`config.mk`:
```
export PLATFORM = sky130hd
export DESIGN_NAME = pixel_lane_framer
export DESIGN_NICKNAME = d
export VERILOG_FILES = /design/src/rtl/lane_pkg.sv /design/src/rtl/line_bank_ram.sv /design/src/rtl/lane_shifter.sv /design/src/rtl/pixel_lane_framer.sv
export SDC_FILE = /design/constraint.sdc
export NUM_CORES = 1
export LEC_CHECK = 0
export BUFFER_PORTS_ARGS = -buffer_cell sky130_fd_sc_hd__buf_4
export CAP_MARGIN = 20
export CORE_ASPECT_RATIO = 0.6
export CORE_MARGIN = 8
export CORE_UTILIZATION = 55
export CTS_CLUSTER_DIAMETER = 120
export DETAILED_ROUTE_END_ITERATION = 10
export GPL_ROUTABILITY_DRIVEN = 0
export PLACE_DENSITY_LB_ADDON = 0.2
export SLEW_MARGIN = 5
export SYNTH_ARGS = -nofsm -noshare
export SYNTH_HDL_FRONTEND = slang
export SYNTH_SLANG_ARGS = --single-unit
```
`constraint.sdc`:
```
create_clock -name clk -period 2.9 [get_ports clk]
set_input_delay 0.29 -clock clk [delete_from_list [all_inputs] [get_ports clk]]
set_output_delay 0.29 -clock clk [all_outputs]
set_load 0.01 [all_outputs]
```
`src/rtl/lane_pkg.sv`:
```
package lane_pkg;
  typedef enum logic [1:0] {
    SRC_PIX   = 2'd0,
    SRC_PAT_A = 2'd1,
    SRC_PAT_B = 2'd2
  } word_src_e;

  localparam int          DEF_COLS  = 16;
  localparam int          DEF_PIX_W = 10;
  localparam int          DEF_HDR_W = 12;
  localparam logic [11:0] DEF_HDR   = 12'h50F;
  localparam logic [9:0]  DEF_PAT   = 10'h3F0;
endpackage

```
`src/rtl/line_bank_ram.sv`:
```
module line_bank_ram #(
  parameter int W     = 10,
  parameter int DEPTH = 32,
  localparam int AW   = $clog2(DEPTH)
) (
  input  logic          clk,
  input  logic          we,
  input  logic [AW-1:0] waddr,
  input  logic [W-1:0]  wdata,
  input  logic [AW-1:0] raddr,
  output logic [W-1:0]  rdata
);
  logic [W-1:0] mem [DEPTH];

  // one write port, one registered read port: maps onto block RAM
  always_ff @(posedge clk) begin
    if (we) mem[waddr] <= wdata;
    rdata <= mem[raddr];
  end
endmodule

```
`src/rtl/lane_shifter.sv`:
```
module lane_shifter #(
  parameter int               COLS    = 16,
  parameter int               PIX_W   = 10,
  parameter int               HDR_W   = 12,
  parameter logic [HDR_W-1:0] HDR_VAL = 12'h50F,
  localparam int AW = $clog2(COLS)
) (
  input  logic             clk,
  input  logic             rst,
  input  logic             start,
  input  logic [PIX_W-1:0] word,
  output logic [AW-1:0]    rd_addr,
  output logic             ser_bit,
  output logic             ser_valid,
  output logic             burst_open
);
  localparam int SH_W = (HDR_W > PIX_W) ? HDR_W : PIX_W;
  localparam int CW   = $clog2(COLS + 1);
  localparam int BW   = $clog2(SH_W);
  localparam logic [SH_W-1:0] HDR_AL = SH_W'(HDR_VAL) << (SH_W - HDR_W);

  logic [SH_W-1:0] sh;
  logic [BW-1:0]   bcnt;
  logic            in_hdr;
  logic [CW-1:0]   wptr;
  logic            unit_end, last;

  assign unit_end   = in_hdr ? (bcnt == BW'(HDR_W - 1)) : (bcnt == BW'(PIX_W - 1));
  assign last       = !in_hdr && unit_end && (wptr == CW'(COLS));
  assign burst_open = ser_valid && !last;
  assign ser_bit    = sh[SH_W-1];
  assign rd_addr    = wptr[AW-1:0];

  always_ff @(posedge clk) begin
    if (rst) begin
      sh        <= '0;
      bcnt      <= '0;
      in_hdr    <= 1'b0;
      wptr      <= '0;
      ser_valid <= 1'b0;
    end else if (start) begin
      sh        <= HDR_AL;
      bcnt      <= '0;
      in_hdr    <= 1'b1;
      wptr      <= '0;
      ser_valid <= 1'b1;
    end else if (ser_valid) begin
      if (last) begin
        sh        <= '0;
        ser_valid <= 1'b0;
      end else if (unit_end) begin
        sh     <= SH_W'(word) << (SH_W - PIX_W);
        bcnt   <= '0;
        in_hdr <= 1'b0;
        wptr   <= wptr + 1'b1;
      end else begin
        sh   <= sh << 1;
        bcnt <= bcnt + 1'b1;
      end
    end
  end

  p_idle_low_r10: assert property (@(posedge clk) disable iff (rst)
    !ser_valid |-> !ser_bit);

  p_hdr_msb_r3: assert property (@(posedge clk) disable iff (rst)
    $rose(ser_valid) |-> ser_bit == HDR_VAL[HDR_W-1]);
endmodule

```
`src/rtl/pixel_lane_framer.sv`:
```
module pixel_lane_framer
  import lane_pkg::*;
#(
  parameter int               COLS    = DEF_COLS,
  parameter int               PIX_W   = DEF_PIX_W,
  parameter int               HDR_W   = DEF_HDR_W,
  parameter logic [HDR_W-1:0] HDR_VAL = DEF_HDR,
  parameter logic [PIX_W-1:0] PAT_VAL = DEF_PAT
) (
  input  logic             clk,
  input  logic             rst,
  input  logic             wr_en,
  input  logic [PIX_W-1:0] wr_data,
  input  logic             line_start,
  input  logic             test_en,
  output logic             ser_bit,
  output logic             ser_valid,
  output logic             overrun
);
  localparam int AW    = $clog2(COLS);
  localparam int CW    = $clog2(COLS + 1);
  localparam int DEPTH = 2 * (2 ** AW);

  logic             bank_sel;
  logic [CW-1:0]    wr_ptr;
  logic             tst_phase;
  word_src_e        src;
  logic             ram_we, burst_open;
  logic [AW:0]      ram_waddr, ram_raddr;
  logic [AW-1:0]    rd_addr;
  logic [PIX_W-1:0] ram_q, word;

  // write bank = bank_sel, read bank = ~bank_sel
  assign ram_we    = wr_en && (line_start || (wr_ptr < CW'(COLS)));
  assign ram_waddr = line_start ? {~bank_sel, {AW{1'b0}}} : {bank_sel, wr_ptr[AW-1:0]};
  assign ram_raddr = {~bank_sel, rd_addr};

  always_ff @(posedge clk) begin
    if (rst) begin
      bank_sel  <= 1'b0;
      wr_ptr    <= '0;
      tst_phase <= 1'b0;
      src       <= SRC_PIX;
      overrun   <= 1'b0;
    end else if (line_start) begin
      bank_sel <= ~bank_sel;
      wr_ptr   <= wr_en ? CW'(1) : '0;
      if (test_en) begin
        src       <= tst_phase ? SRC_PAT_B : SRC_PAT_A;
        tst_phase <= ~tst_phase;
      end else begin
        src       <= SRC_PIX;
        tst_phase <= 1'b0;
      end
      if (burst_open) overrun <= 1'b1;
    end else if (ram_we) begin
      wr_ptr <= wr_ptr + 1'b1;
    end
  end

  always_comb begin
    case (src)
      SRC_PAT_A: word = PAT_VAL;
      SRC_PAT_B: word = ~PAT_VAL;
      default:   word = ram_q;
    endcase
  end

  line_bank_ram #(.W(PIX_W), .DEPTH(DEPTH)) u_ram (
    .clk  (clk),
    .we   (ram_we),
    .waddr(ram_waddr),
    .wdata(wr_data),
    .raddr(ram_raddr),
    .rdata(ram_q)
  );

  lane_shifter #(.COLS(COLS), .PIX_W(PIX_W), .HDR_W(HDR_W), .HDR_VAL(HDR_VAL)) u_shift (
    .clk       (clk),
    .rst       (rst),
    .start     (line_start),
    .word      (word),
    .rd_addr   (rd_addr),
    .ser_bit   (ser_bit),
    .ser_valid (ser_valid),
    .burst_open(burst_open)
  );

  p_start_r2: assert property (@(posedge clk) disable iff (rst)
    line_start |=> ser_valid && ser_bit == HDR_VAL[HDR_W-1]);

  p_sticky_r11: assert property (@(posedge clk) disable iff (rst)
    overrun |=> overrun);

  p_overrun_cause_r11: assert property (@(posedge clk) disable iff (rst)
    $rose(overrun) |-> $past(line_start) && $past(ser_valid));
endmodule

```
==> summary.txt <==
Place
  – I/O Buffers: 17
  – Inst Count DP: 1174
  – DP Wirelength: 22.21 mm
  – Post-DP Area: 14920 µm²

Power
  – Logic pwr share: 0.027
  – Sw frac: 0.1990
  – Sequential share of power: 0.569
  – Maximum vdd drop: 0.0006063 V
  – LEAKAGE: 5.004 nW
  – Pint: between 8 and 9 mW
  – Final Power: a little over 10 mW
  – Psw: 2.009 mW
  – Clk pwr share: 0.404
  – Power Density: between 600 and 700 nW/µm²

Global route
  – Initial antenna violation count: 0
  – Largest net degree at the start of global routing: 35
  – Gr ovfl total: 0
  – Met1 Usage GRT: 0.3309
  – First-pass GRT wire length: 50.78 mm
  – Vias in the first global route: a little under 8000
  – GRT Overall Usage: 0.2171
  – Met3 Resource Use GR: 0.08005
  – GR peak layer: met1
  – Met2 Usage GRT: 0.2976

Clock tree
  – CTS Sinks: ~360
  – Setup bufs post-CTS: 0
  – Clock Tree Buf Depth: 3
  – H-tree Lvls: 1
  – Root Buffer: clkbuf_16
  – Num CTS Buffers: 31
  – Clock slew at reported path FFs: 70 ps
  – Clock latency on the worst-skew pair: between 500 and 600 ps
  – # resized after CTS: 0
  – TritonCTS clock tree: yes

STA
  – Final setup viols: 0
  – Unrepaired setup endpoints after global routing: no
  – Final hold vios: 0
  – Worst slew pin tran: 678.1 ps
  – Final cycle utilization of the critical path: 0.9077
  – Post-route minimum period: 2632 ps
  – Slew Viols, Final: 0
  – Max transition margin: 0.5473
  – Worst-case clock skew: 16.43 ps
  – Setup TNS: 0 ps
  – Fmax: 379.9 MHz

Floorplanning
  – DIE AREA: 31350 µm²
  – Row Count: 45
  – Die W: 223.3 µm
  – Std-Cell Core Area: around 25000 µm²
  – Initial Util: 0.5599
  – IO Count: 18
  – DIE HEIGHT: 140.4 µm

Hold path
  – Hold Crit Class: input port to flop

Cells and area
  – Post-Layout Cell Count: 1231
  – Commonest non-fill, non-tap cell in the layout: edfxtp_1
  – Commonest cells after routing, fill and taps aside: edfxtp_1 (320), buf_4 (77), nor2_1 (58)
  – Nets@finish: 900
  – Fin area: 15910 µm²
  – Area growth syn-to-layout: 12.15%
  – Layout cells sized above 1: 0.1998
  – Filler Cell Count: roughly 1800

Yosys
  – Largest family of logic cells by synthesized area: multiplexers
  – Top post-synthesis cells by area: edfxtp_1 (68%), mux4_2 (6.8%), dfxtp_1 (5.9%)
  – Yosys warns: 0
  – Synth Area in Adders: 0.005292
  – Cell area after synthesis: 14180 µm²
  – Simple-Gate Fraction of Synth Area: 0.05257
  – Mean Syn Cell Area: ~17 µm²
  – Asr flop ratio synth: 0
  – Synthesized Nets: 832
  – Multiplexer share of the synthesized area: 0.1261
  – Seq cells post-synth: ~360
  – XOR/XNOR Fraction of Synth Area: 0.006174
  – Top_reg_cell synth: edfxtp_1
  – Register area share after synthesis: 0.7367
  – Yosys top cell by area: edfxtp_1
  – Synth top area share: 0.6774
  – Cells after Synth: roughly 810
  – Yosys cell types: 51
  – Post-synth EDFFs: 320
  – Synth Area in Compound Gates: 0.05134

Drt
  – Vias per inst: 6.423
  – Avg WL per Cell: ~27 µm
  – Via Count: between 7000 and 8000
  – Drt pass-1 iters: 7
  – DR DRC count: 0
  – Routed wire length: 33.80 mm
  – 1st-iter DRT viols: 954
  – Antenna-violating nets left: 0

Setup path
  – Crit Path Category: flop to flop
  – Worst path cell trace: buf_4 -> buf_4 -> mux2i_1 -> o22ai_1 -> a211oi_1 -> a21oi_1
  – Worst path max stage delay: ~760 ps
  – Arrival @ worst endpoint: 3050 ps
  – Largest delay contributor family on the critical path: compound AO/OA/AOI/OAI gates
  – Startpoint class of the critical path: flop
  – CP Max Fanout: 34
  – Worst path slowest cell: dfxtp_4
  – Most used cell, CP: buf_4
  – Endpoint class of the critical path: flop
  – Critical Path RT: ~3300 ps
  – Critical path buffers and inverters: 2

Flow run
  – Max_cap viols: 0

Status
  – Run status: completed
## what timing repair did
action / 4_1_cts / 5_1_grt
endpoints found under the hold margin: 11 / 0
hold buffers: 1 / 0
endpoints found under the setup margin: 0 / 0
## cell usage after synthesis (7+ instances only)
master	count
a211oi_1	10
a21oi_1	32
a22o_1	9
a22oi_1	14
buf_2	15
buf_4	7
buf_6	8
clkbuf_1	13
dfxtp_1	42
edfxtp_1	320
mux2_2	11
mux2i_1	46
mux4_1	9
mux4_2	43
nand2_1	51
nand3_1	20
nor2_1	58
o211ai_1	7
o22ai_1	13
xor2_1	8
## state kept, by name, summed over array words and instances (netlist names)
signal and cells:
u_ram.mem 320, u_shift.sh 12, u_ram.rdata 10, u_shift.wptr 5
wr_ptr 5, u_shift.bcnt 4, src 2, bank_sel 1
overrun 1, u_shift.in_hdr 1, u_shift.ser_valid 1
## cell type report
type | count | area [µm²] | area share
sequential | 362 | 10460 | 0.6574
clock inverter | 19 | 185.2 | 0.01164
multi-input combinational | 399 | 3426 | 0.2154
tap | 329 | 411.6 | 0.02588
inverter | 6 | 22.52 | 0.001416
clock buffer | 36 | 794.5 | 0.04994
antenna | 1 | 2.502 | 0.0001573
timing repair buffer | 79 | 608.1 | 0.03823
## cells by family after synthesis
family,Yosys count
compound gates,109
xor+xnor,10
fa+ha+maj,6
buf+inv,50
flops,362
mux,109
simple gates,165
## layer usage
layer	routed length, µm	part of all wire
met5	0	0
met4	504	0.015
met1	15120	0.45
met3	4209	0.12
met2	13970	0.41
## final timing paths
check / cells past startpoint / slack, ps / end / startpoint
worst max-delay path: 6 / 270 / u_ram.rdata[6]$_DFF_P_ / u_shift.wptr[0]$_SDFFE_PP0P_
worst min-delay path: 3 / 30 / src[1]$_SDFFE_PP0P_ / test_en
worst max register to register: 6 / 270 / u_ram.rdata[6]$_DFF_P_ / u_shift.wptr[0]$_SDFFE_PP0P_
worst min register to register: 2 / 460 / u_shift.sh[11]$_SDFFE_PP0P_ / u_shift.sh[11]$_SDFFE_PP0P_
## power by group through the flow
stage               logic (mW)  clock network, mW  registers, mW
floorplan                0.120                  0           5.84
global placement         0.256                  0           5.85
detailed placement       0.269                  0           5.86
CTS                      0.271               4.15           5.74
global route             0.296               4.33           5.74
finish                   0.271               4.08           5.75
## tightest hold or removal path: stages
cell,delay (ps)
buf_4,120
nand3_1,70
a21oi_1,60
## per-stage QoR
stage | utilization | hold WS [ps] | setup slack (ps)
floorplan | - | 359.4 | 866.2
global placement | 0.5887 | 454.8 | 293.8
detailed placement | 0.5887 | 460.6 | 193.3
CTS | 0.6278 | 4.708 | 213.8
global route | 0.6278 | 40.65 | 11.87
finish | 0.6279 | 25.70 | 267.6
No activity file was read; power rests on OpenSTA's default activity.
